--- src/rtl/fdiv_pkg.sv ---
package fdiv_pkg;
    localparam int EXP_W  = 11;
    localparam int FRC_W  = 52;
    localparam int BIAS   = 1023;
    localparam int EXP_MAX = 2047;
    localparam logic [63:0] QNAN_VAL = 64'h7FF8_0000_0000_0000;

    typedef enum logic [2:0] {
        ST_IDLE,
        ST_ALIGN,
        ST_ITER,
        ST_PACK,
        ST_FINISH
    } fdiv_state_e;
endpackage

--- src/rtl/fdiv_prescale.sv ---
module fdiv_prescale
    import fdiv_pkg::*;
#(
    parameter int FRAC = 60,
    parameter int W    = FRAC + 3
) (
    input  logic [63:0]        num_in,
    input  logic [63:0]        den_in,
    output logic               special,
    output logic [63:0]        special_val,
    output logic               q_sign,
    output logic signed [12:0] exp_sum,
    output logic [W-1:0]       num_mant,
    output logic [W-1:0]       den_mant
);
    // the divisor is moved onto this exponent; the credit restores the difference
    localparam int EX0 = BIAS;

    logic [EXP_W-1:0] ea, eb;
    logic [FRC_W-1:0] fa, fb;
    logic a_zero, b_zero, a_inf, b_inf, a_nan, b_nan;
    logic signed [12:0] credit;

    always_comb begin
        ea = num_in[62:52];
        eb = den_in[62:52];
        fa = num_in[51:0];
        fb = den_in[51:0];
        q_sign = num_in[63] ^ den_in[63];

        a_zero = (ea == '0);
        b_zero = (eb == '0);
        a_inf  = (ea == '1) && (fa == '0);
        b_inf  = (eb == '1) && (fb == '0);
        a_nan  = (ea == '1) && (fa != '0);
        b_nan  = (eb == '1) && (fb != '0);

        credit  = $signed(13'(EX0)) - $signed({2'b00, eb});
        exp_sum = $signed({2'b00, ea}) - $signed(13'(EX0)) + $signed(13'(BIAS)) + credit;

        num_mant = W'({1'b1, fa}) << (FRAC - FRC_W);
        den_mant = W'({1'b1, fb}) << (FRAC - FRC_W);

        special     = 1'b1;
        special_val = '0;
        if (a_nan || b_nan || (a_zero && b_zero) || (a_inf && b_inf)) begin
            special_val = QNAN_VAL;
        end else if (a_inf || b_zero) begin
            special_val = {q_sign, {EXP_W{1'b1}}, {FRC_W{1'b0}}};
        end else if (a_zero || b_inf) begin
            special_val = {q_sign, 63'b0};
        end else begin
            special = 1'b0;
        end
    end
endmodule

--- src/rtl/fdiv_cordic_step.sv ---
module fdiv_cordic_step #(
    parameter int FRAC  = 60,
    parameter int W     = FRAC + 3,
    parameter int CNT_W = 7
) (
    input  logic signed [W-1:0] y_in,
    input  logic signed [W-1:0] z_in,
    input  logic [W-1:0]        x_in,
    input  logic [CNT_W-1:0]    idx,
    output logic signed [W-1:0] y_out,
    output logic signed [W-1:0] z_out
);
    localparam logic [W-1:0] ONE = {{(W-FRAC-1){1'b0}}, 1'b1, {FRAC{1'b0}}};

    logic signed [W-1:0] x_sh, unit;

    always_comb begin
        x_sh = $signed(x_in >> idx);
        unit = $signed(ONE >> idx);
        if (!y_in[W-1]) begin
            y_out = y_in - x_sh;
            z_out = z_in + unit;
        end else begin
            y_out = y_in + x_sh;
            z_out = z_in - unit;
        end
    end
endmodule

--- src/rtl/fdiv_pack.sv ---
module fdiv_pack
    import fdiv_pkg::*;
#(
    parameter int FRAC = 60,
    parameter int W    = FRAC + 3
) (
    input  logic [W-1:0]       z_in,
    input  logic signed [12:0] exp_sum,
    input  logic               q_sign,
    output logic [63:0]        packed_val
);
    logic [W-1:0]       zn;
    logic [FRC_W-1:0]   frac;
    logic signed [13:0] e;

    always_comb begin
        e = {exp_sum[12], exp_sum};
        if (z_in[FRAC]) begin
            zn = z_in;
        end else begin
            zn = z_in << 1;
            e  = e - 14'sd1;
        end
        frac = FRC_W'(zn >> (FRAC - FRC_W));
        if (e >= $signed(14'(EXP_MAX))) begin
            packed_val = {q_sign, {EXP_W{1'b1}}, {FRC_W{1'b0}}};
        end else if (e <= 14'sd0) begin
            packed_val = {q_sign, 63'b0};
        end else begin
            packed_val = {q_sign, e[EXP_W-1:0], frac};
        end
    end
endmodule

--- src/rtl/cordic_fdiv.sv ---
module cordic_fdiv
    import fdiv_pkg::*;
#(
    parameter int ITER = 64,
    parameter int FRAC = 60
) (
    input  logic        clk,
    input  logic        rst_n,
    input  logic        start,
    input  logic [63:0] dividend,
    input  logic [63:0] divisor,
    output logic        busy,
    output logic        done,
    output logic [63:0] result
);
    localparam int W     = FRAC + 3;
    localparam int CNT_W = $clog2(ITER + 1);

    fdiv_state_e state, state_nx;

    logic [63:0]        a_q, b_q, res_q;
    logic signed [W-1:0] y_q, z_q, y_nx, z_nx;
    logic [W-1:0]       x_q;
    logic signed [12:0] exp_q;
    logic               sign_q;
    logic [CNT_W-1:0]   cnt_q;

    logic               pre_special, pre_sign;
    logic [63:0]        pre_val, pack_val;
    logic signed [12:0] pre_exp;
    logic [W-1:0]       pre_num, pre_den;

    fdiv_prescale #(.FRAC(FRAC), .W(W)) u_pre (
        .num_in      (a_q),
        .den_in      (b_q),
        .special     (pre_special),
        .special_val (pre_val),
        .q_sign      (pre_sign),
        .exp_sum     (pre_exp),
        .num_mant    (pre_num),
        .den_mant    (pre_den)
    );

    fdiv_cordic_step #(.FRAC(FRAC), .W(W), .CNT_W(CNT_W)) u_step (
        .y_in  (y_q),
        .z_in  (z_q),
        .x_in  (x_q),
        .idx   (cnt_q),
        .y_out (y_nx),
        .z_out (z_nx)
    );

    fdiv_pack #(.FRAC(FRAC), .W(W)) u_pack (
        .z_in       (z_q),
        .exp_sum    (exp_q),
        .q_sign     (sign_q),
        .packed_val (pack_val)
    );

    // state register
    always_ff @(posedge clk or negedge rst_n) begin
        if (!rst_n) state <= ST_IDLE;
        else        state <= state_nx;
    end

    // transitions
    always_comb begin
        state_nx = state;
        unique case (state)
            ST_IDLE:   if (start) state_nx = ST_ALIGN;
            ST_ALIGN:  state_nx = pre_special ? ST_FINISH : ST_ITER;
            ST_ITER:   if (cnt_q == CNT_W'(ITER - 1)) state_nx = ST_PACK;
            ST_PACK:   state_nx = ST_FINISH;
            ST_FINISH: state_nx = ST_IDLE;
            default:   state_nx = ST_IDLE;
        endcase
    end

    // outputs
    always_comb begin
        busy   = (state == ST_ALIGN) || (state == ST_ITER) || (state == ST_PACK);
        done   = (state == ST_FINISH);
        result = res_q;
    end

    // datapath
    always_ff @(posedge clk or negedge rst_n) begin
        if (!rst_n) begin
            a_q    <= '0;
            b_q    <= '0;
            res_q  <= '0;
            y_q    <= '0;
            z_q    <= '0;
            x_q    <= '0;
            exp_q  <= '0;
            sign_q <= 1'b0;
            cnt_q  <= '0;
        end else begin
            unique case (state)
                ST_IDLE: begin
                    if (start) begin
                        a_q <= dividend;
                        b_q <= divisor;
                    end
                end
                ST_ALIGN: begin
                    if (pre_special) res_q <= pre_val;
                    y_q    <= $signed(pre_num);
                    x_q    <= pre_den;
                    z_q    <= '0;
                    exp_q  <= pre_exp;
                    sign_q <= pre_sign;
                    cnt_q  <= '0;
                end
                ST_ITER: begin
                    y_q   <= y_nx;
                    z_q   <= z_nx;
                    cnt_q <= cnt_q + 1'b1;
                end
                ST_PACK: res_q <= pack_val;
                default: ;
            endcase
        end
    end
endmodule

--- config.mk ---
export PLATFORM = sky130hd
export DESIGN_NAME = cordic_fdiv
export DESIGN_NICKNAME = d
export VERILOG_FILES = /design/src/rtl/fdiv_pkg.sv /design/src/rtl/fdiv_prescale.sv /design/src/rtl/fdiv_cordic_step.sv /design/src/rtl/fdiv_pack.sv /design/src/rtl/cordic_fdiv.sv
export SDC_FILE = /design/constraint.sdc
export NUM_CORES = 1
export LEC_CHECK = 0
export BUFFER_PORTS_ARGS = -buffer_cell sky130_fd_sc_hd__clkbuf_2
export CAP_MARGIN = 10
export CORE_AREA = 5 5 287 289
export DETAILED_ROUTE_END_ITERATION = 7
export DIE_AREA = 0 0 292 294
export GPL_TIMING_DRIVEN = 0
export PLACE_DENSITY = 0.53
export SLEW_MARGIN = 0
export SYNTH_ARGS = -nofsm -noshare
export SYNTH_HDL_FRONTEND = slang
export SYNTH_SLANG_ARGS = --single-unit
export TNS_END_PERCENT = 20
--- constraint.sdc ---
create_clock -name clk -period 8.2 [get_ports clk]
set_clock_uncertainty 0.1 [all_clocks]
set_input_delay 0.41 -clock clk [delete_from_list [all_inputs] [get_ports clk]]
set_output_delay 0.41 -clock clk [all_outputs]
set_load 0.01 [all_outputs]
Word-level counts from Yosys, hierarchy flattened
Cells that the tools add are included.

Bitwise gates (word level): 1. Shift operators: 2. Add/subtract/negate cells: 10. Equal/unequal tests: 10. Reduce and logical (&&, ||, !) cells: 25. Muxes and demuxes: 21. Order comparisons: 2.

Operators with widths (number): 64-bit two-way mux (4); 63-bit two-way mux (4); 63-bit one-hot mux with 2 select lines (2); 64-bit one-hot mux with 2 select lines (1); 63-bit adder (2); 63-bit subtractor (2); 52-bit zero test (2); 52-bit nonzero test (2); 61-bit by 7-bit >> shifter with 63-bit output (1); 61-bit by 7-bit >> shifter with 63-bit output (first input constant) (1); 60-bit two-way mux (1); 11-bit equality test (second input constant) (2); 11-bit zero test (2); 14-bit by 12-bit greater-or-equal comparator with 1-bit output (second input constant) (1); 14-bit by 1-bit <= comparator with 1-bit output (second input constant) (1); 14-bit two-way mux (1); 7-bit one-hot mux with 2 select lines (1); 13-bit by 2-bit subtractor with 14-bit output (second input constant) (1); 13-bit by 11-bit adder with 13-bit output (second input constant) (1); 13-bit adder (1); 3-bit one-hot mux with 4 select lines (1); 10-bit by 11-bit subtractor with 12-bit output (first input constant) (1); 11-bit by 10-bit subtractor with 12-bit output (second input constant) (1); 3-bit two-way mux (3); other kinds (13) (32).

Output and inout port bits: 66. Register bits after elaboration: 395. Input port bits: 131.

Longest topological paths before layout
Depth after elaboration: 8. Depth in mapped cells: 32. Mapped depth without buffers: 26.

Cells and area by module
From an unflattened synthesis, not the netlist that was laid out.

Cells, all modules: 4041. Area total of the unflattened synthesis: 34632.0 um^2.

By module, submodules not included: cordic_fdiv (cells each 1351, sequential area each 10134.7 um^2, times used 1, area each 16065.4 um^2); fdiv_cordic_step (cells each 2119, sequential area each 0.0 um^2, times used 1, area each 14383.8 um^2); fdiv_prescale (cells each 365, sequential area each 0.0 um^2, times used 1, area each 2652.5 um^2); fdiv_pack (cells each 206, sequential area each 0.0 um^2, times used 1, area each 1530.2 um^2).

Least setup slack after synthesis
Ideal clock, no wire load.

Path type: reg2reg. Start: register cnt_q[1]. End: register y_q[50]. Path slack: 2.119 ns. Path buffers: 4. Data required time: 8.017 ns. Data arrival time: 5.898 ns. Cell stages (with the launch flop): 29. Path through: dfrtp_1 > buf_6 > buf_12 > mux4_1 > mux2i_1 > nor2_1 > o311ai_0 > o21a_1 > ha_1 > inv_1 > or2_1 > nor4_1 > and2_1 > buf_2 > nor2b_1 > a31oi_1 > xnor2_1 > ha_1 > clkbuf_1 > and4_1 > nand3_1 > a311oi_1 > nor3_1 > o21ba_2 > o31a_1 > o31ai_1 > a21boi_0 > xor2_1 > o21ai_0.

Cells in the longest elaborated chain, start to end: 4.

RTL lines: from (decl) (line cordic_fdiv.sv:26) `logic [CNT_W-1:0] cnt_q;`; from (signal assigned) (line cordic_fdiv.sv:118) `cnt_q <= cnt_q + 1'b1;`; 61-bit by 7-bit >> shifter with 63-bit output (*) (line fdiv_cordic_step.sv:18) `x_sh = $signed(x_in >> idx);`; 63-bit subtractor or 63-bit adder (tied branches) (line fdiv_cordic_step.sv:21, fdiv_cordic_step.sv:24); 63-bit two-way mux (*) (line fdiv_cordic_step.sv:20) `if (!y_in[W-1]) begin`; 63-bit one-hot mux with 2 select lines (*) (line cordic_fdiv.sv:99) `unique case (state)`; to (signal assigned) (line cordic_fdiv.sv:108) `y_q <= $signed(pre_num);`; to (signal assigned) (line cordic_fdiv.sv:116) `y_q <= y_nx;`; to (decl) (line cordic_fdiv.sv:22) `logic signed [W-1:0] y_q, z_q, y_nx, z_nx;`.

Mark *: on every way between the ends. The rest lies on a longest branch, timed or not. A chain may end at the register's enable or synchronous reset.

Worst setup path after layout
Start: register cnt_q[3]. End: register z_q[57].

Cells in the longest elaborated chain, start to end: 4.

RTL lines: 61-bit by 7-bit >> shifter with 63-bit output (*) (line fdiv_cordic_step.sv:19) `unit = $signed(ONE >> idx);`; 63-bit adder or 63-bit subtractor (tied branches) (line fdiv_cordic_step.sv:22, fdiv_cordic_step.sv:25); 63-bit two-way mux (*) (line fdiv_cordic_step.sv:20); 63-bit one-hot mux with 2 select lines (*) (line cordic_fdiv.sv:99); to (signal assigned) (line cordic_fdiv.sv:117) `z_q <= z_nx;`; to (decl) (line cordic_fdiv.sv:22).

Marked as above.

==> results_tabular.tex <==
\begin{tabular}{lr}
\hline
Metric & Value \\
\hline
\multicolumn{2}{l}{\textbf{Status}} \\
Run status & complete, no violations \\
\multicolumn{2}{l}{\textbf{STA}} \\
Final-report setup violation count & 0 \\
Unrepaired setup endpoints after global routing & false \\
Measured slew at the worst slew-check pin & 1.38 ns \\
Share of the clock period used by the worst path after layout & 96.5\% \\
Highest Clock Rate & roughly 130 MHz \\
Worst-case headroom to the max-slew limit & roughly 7.0\% \\
Final hold viol count & 0 \\
Fin crit period & around 7.9 ns \\
Final number of max-transition violations & 0 \\
\multicolumn{2}{l}{\textbf{Global route}} \\
First-pass GRT wire length & 193000 um \\
Maximum number of pins on one net before global-route repair & $\sim$100 \\
Grt total ovfl & 0 \\
Initial antenna violation count & 4 \\
Number of global-route vias before repair & between 20000 and 30000 \\
GRT Total Usage & between 20\% and 30\% \\
\multicolumn{2}{l}{\textbf{Placed design}} \\
Placed instance count & 4880 \\
DPL Wire Length & just over 100000 um \\
Weighted congestion at the end of routability-driven global placement & approximately 1.1 \\
Count of port buffers added during placement & 196 \\
Placement Cell Area & between 30000 and 40000 um2 \\
\multicolumn{2}{l}{\textbf{Routing}} \\
Post-route ant nets & 0 \\
Routed met2 length & roughly 59000 um \\
Sum of routed wire length over all layers & about 130000 um \\
Met1 WL & $\sim$54000 um \\
Met3 WL & between 7000 and 8000 um \\
Post-detailed-route via-to-cell ratio & between 5 and 6 \\
Count of routing violations after the opening detailed-route iteration & between 2000 and 3000 \\
First-pass DRT Iterations & 6 \\
Post-detailed-route DRC marker count & 0 \\
Routed len/inst & about 25 um \\
Vias after detailed routing & 30014 \\
Uppermost routed layer & met4 \\
\multicolumn{2}{l}{\textbf{Synthesis}} \\
Post-synth design cell area & approximately 32000 um2 \\
Proportion of synthesized flip-flops having asynchronous set or reset & between 90\% and 100\% \\
Number of enable-type register cells in the synthesized netlist & 0 \\
Fraction of the yosys area taken by sequential cells & between 30\% and 40\% \\
Post-synthesis instance total & 3617 \\
Avg Cell Area, Syn & 8.71 um2 \\
Most used flip-flop cell after synthesis & sky130\_fd\_sc\_hd\_\_dfrtp\_1 \\
Register bit total from synthesis & $\sim$390 \\
Synth Net Count & just under 4000 \\
Synth cell types & 103 \\
Count of yosys warnings during synthesis & 0 \\
\multicolumn{2}{l}{\textbf{CTS}} \\
CTS clock-pin slew for the worst setup and hold paths & $\sim$0.060 ns \\
Clock sinks & 393 \\
Number of levels in the clock H-tree & 2 \\
Clock latency reported for the late side of the worst-skew pair & between 0.6 and 0.7 ns \\
Maximum buffer depth of the clock tree & 3 \\
Inserted Clock Buffers & 47 \\
Total setup buffers inserted after CTS & 0 \\
CTS tree & yes \\
Cell chosen for the clock root & sky130\_fd\_sc\_hd\_\_clkbuf\_16 \\
\multicolumn{2}{l}{\textbf{Finish}} \\
Leading cell type in the layout, fill and taps excluded & sky130\_fd\_sc\_hd\_\_nand2\_1 \\
Storage element area & approximately 10000 um2 \\
Cell area after layout & roughly 37000 um2 \\
Synth-to-layout area growth & 17.5\% \\
Final non-filler cell total & about 5000 \\
Multi-input gate area in the final layout & a little over 20000 um2 \\
Ratio of cells with drive above 1 in the final layout & between 15 and 20\% \\
Filler cells & 8016 \\
Top library cells by usage in the layout, fill and taps aside & sky130\_fd\_sc\_hd\_\_nand2\_1, sky130\_fd\_sc\_hd\_\_dfrtp\_1, sky130\_fd\_sc\_hd\_\_o21ai\_0 \\
Number of nets in the layout & roughly 4300 \\
\multicolumn{2}{l}{\textbf{Setup path}} \\
Reg-to-reg critical path endpoint & z\_q[57]\$\_DFFE\_PN0P\_ \\
Maximum fanout count along the critical path & 10 \\
Critical-path top delay cell & sky130\_fd\_sc\_hd\_\_dfrtp\_1 \\
Category of the most critical setup path & reg -> reg \\
Path depth of the worst reg2reg path & 28 \\
Worst setup EP type & flop \\
Cell repeated most along the worst path & sky130\_fd\_sc\_hd\_\_buf\_2 \\
WP data arrival & 8.30 ns \\
CP Data Required Time & 8.58 ns \\
Reg-to-reg critical path startpoint & cnt\_q[3]\$\_DFFE\_PN0P\_ \\
Sort of element at the start of the critical path & flop \\
FF-to-FF setup slack & $\sim$0.28 ns \\
CP peak stage delay & approximately 0.48 ns \\
\multicolumn{2}{l}{\textbf{Die}} \\
Vertical extent of the die & about 290 um \\
Core Rows & 104 \\
Die width & between 200 and 300 um \\
Area of the core & 79600 um2 \\
Total Die Area & about 86000 um2 \\
Initial Util & 39.6\% \\
Count of boundary I/O pins & approximately 200 \\
\multicolumn{2}{l}{\textbf{Min path}} \\
Hold Crit Depth & 4 \\
Terminating pin of the worst hold path & state[0]\$\_DFFE\_PN0P\_ \\
Kind of path behind the tightest hold check & in -> reg \\
Hold wc startpoint & start \\
\multicolumn{2}{l}{\textbf{Flow run}} \\
Max capacitance violation total & 0 \\
\hline
\end{tabular}
==> critical path: cells and delay by family (launching register included) <==
family	cells	cell delay, ns
and+or+nand+nor	3	0.52
adders and majority gates	2	0.44
DFF	1	0.48
xor gates and xnor gates	2	0.48
buffers and inverters	9	2.92
AOI/OAI and AO/OA	12	2.80
==> how the worst max path moves through the flow <==
stage	startpoint	endpoint	slack, ns	depth (start not counted)
final	cnt_q[3]$_DFFE_PN0P_	z_q[57]$_DFFE_PN0P_	0.28	28
after global routing	cnt_q[3]$_DFFE_PN0P_	z_q[53]$_DFFE_PN0P_	0.005	27
after CTS	cnt_q[1]$_DFFE_PN0P_	y_q[47]$_DFFE_PN0P_	0.05	30
after detailed placement	cnt_q[1]$_DFFE_PN0P_	y_q[60]$_DFFE_PN0P_	-0.20	30
after global placement	rst_n	y_q[42]$_DFFE_PN0P_	-2.67	1
after floorplan	cnt_q[1]$_DFFE_PN0P_	y_q[50]$_DFFE_PN0P_	2.12	28
==> sequential cells by signal, summed over array words and instances (netlist names) <==
signal  flops
y_q        63
state       3
exp_q      13
cnt_q       7
z_q        61
result     64
sign_q      1
a_q        64
x_q        53
b_q        64
==> what timing repair did <==
action,in CTS,in global routing
hold buffers,129,0
gates resized for setup,7,30
hold endpoints to repair,218,0
setup endpoints to repair,11,30
cloned,0,0
==> final cells by class <==
type / count / share of cell area (%)
antenna: 2 / 0.0135
buffer: 232 / 2.90
clock buffer: 64 / 3.62
clock inverter: 20 / 0.774
inverter: 81 / 0.821
multi-input combinational: 2911 / 55.2
sequential: 393 / 26.6
tap: 1060 / 3.58
timing repair buffer: 332 / 6.55
==> cell usage after synthesis (10+ instances only) <==
cell type,instances,area share [%]
sky130_fd_sc_hd__a22o_1,17,0.47
sky130_fd_sc_hd__o21a_1,19,0.45
sky130_fd_sc_hd__mux2_2,156,5.6
sky130_fd_sc_hd__nand2_1,507,6.0
sky130_fd_sc_hd__nor3_1,42,0.67
sky130_fd_sc_hd__mux2i_1,122,3.9
sky130_fd_sc_hd__nor4_1,44,0.87
sky130_fd_sc_hd__nor2_1,213,2.5
sky130_fd_sc_hd__a221oi_1,10,0.28
sky130_fd_sc_hd__xor2_1,86,2.4
sky130_fd_sc_hd__mux4_2,56,4.0
sky130_fd_sc_hd__and2_1,32,0.64
sky130_fd_sc_hd__a21oi_1,252,4.0
sky130_fd_sc_hd__o21ai_0,324,5.1
sky130_fd_sc_hd__nand2b_1,38,0.75
sky130_fd_sc_hd__inv_1,79,0.94
sky130_fd_sc_hd__a22oi_1,65,1.5
sky130_fd_sc_hd__o22ai_1,33,0.66
sky130_fd_sc_hd__ha_1,159,6.3
sky130_fd_sc_hd__dfrtp_1,393,31
sky130_fd_sc_hd__nand3_1,69,1.1
sky130_fd_sc_hd__buf_2,25,0.40
sky130_fd_sc_hd__a31oi_1,38,0.75
sky130_fd_sc_hd__o211ai_1,17,0.40
sky130_fd_sc_hd__or2_2,14,0.28
sky130_fd_sc_hd__a21o_1,92,2.2
sky130_fd_sc_hd__o21bai_1,19,0.45
sky130_fd_sc_hd__o22a_1,12,0.33
sky130_fd_sc_hd__a21boi_0,16,0.38
sky130_fd_sc_hd__clkbuf_1,168,2.0
sky130_fd_sc_hd__nand4_1,45,0.89
sky130_fd_sc_hd__a211oi_1,21,0.50
sky130_fd_sc_hd__and3_1,33,0.66
sky130_fd_sc_hd__a2111oi_0,10,0.28
sky130_fd_sc_hd__xnor2_1,115,3.2
sky130_fd_sc_hd__o31ai_1,17,0.40
sky130_fd_sc_hd__buf_1,16,0.19
sky130_fd_sc_hd__buf_6,16,0.57
sky130_fd_sc_hd__nor2b_1,35,0.69
==> stage by stage <==
stage                     util (%)  hold slack, ns  setup TNS [ns]  worst slack [ns]
after floorplan                  -          0.0144               0              2.12
after global placement        42.5           0.363        -1009.01             -2.67
after detailed placement      42.7           0.371           -1.12            -0.195
after CTS                     46.4          0.0848               0            0.0543
after global routing          46.5           0.115               0           0.00495
final                         46.5           0.107               0             0.283
==> metal layers <==
metal  track usage [%]  vias up
li1                  -    14041
met1              37.4    14579
met2              47.9     1086
met3              4.08      308
met4              15.4        0
met5                 0        -
==> cell families (layout without fill, tap and decap cells) <==
logic type | Yosys count | count (layout) | synth area share [%]
other | 0 | 2 | 0
adders and majority gates | 162 | 162 | 6.50
and+or+nand+nor | 1132 | 1132 | 16.8
muxes | 345 | 345 | 14.1
xor gates and xnor gates | 201 | 201 | 5.59
buffers and inverters | 313 | 729 | 4.33
DFF | 393 | 393 | 31.2
AOI/OAI and AO/OA | 1071 | 1071 | 21.4
Power is not shown: default switching activity piles up to over one toggle a cycle in this logic, so the estimate is an artifact.
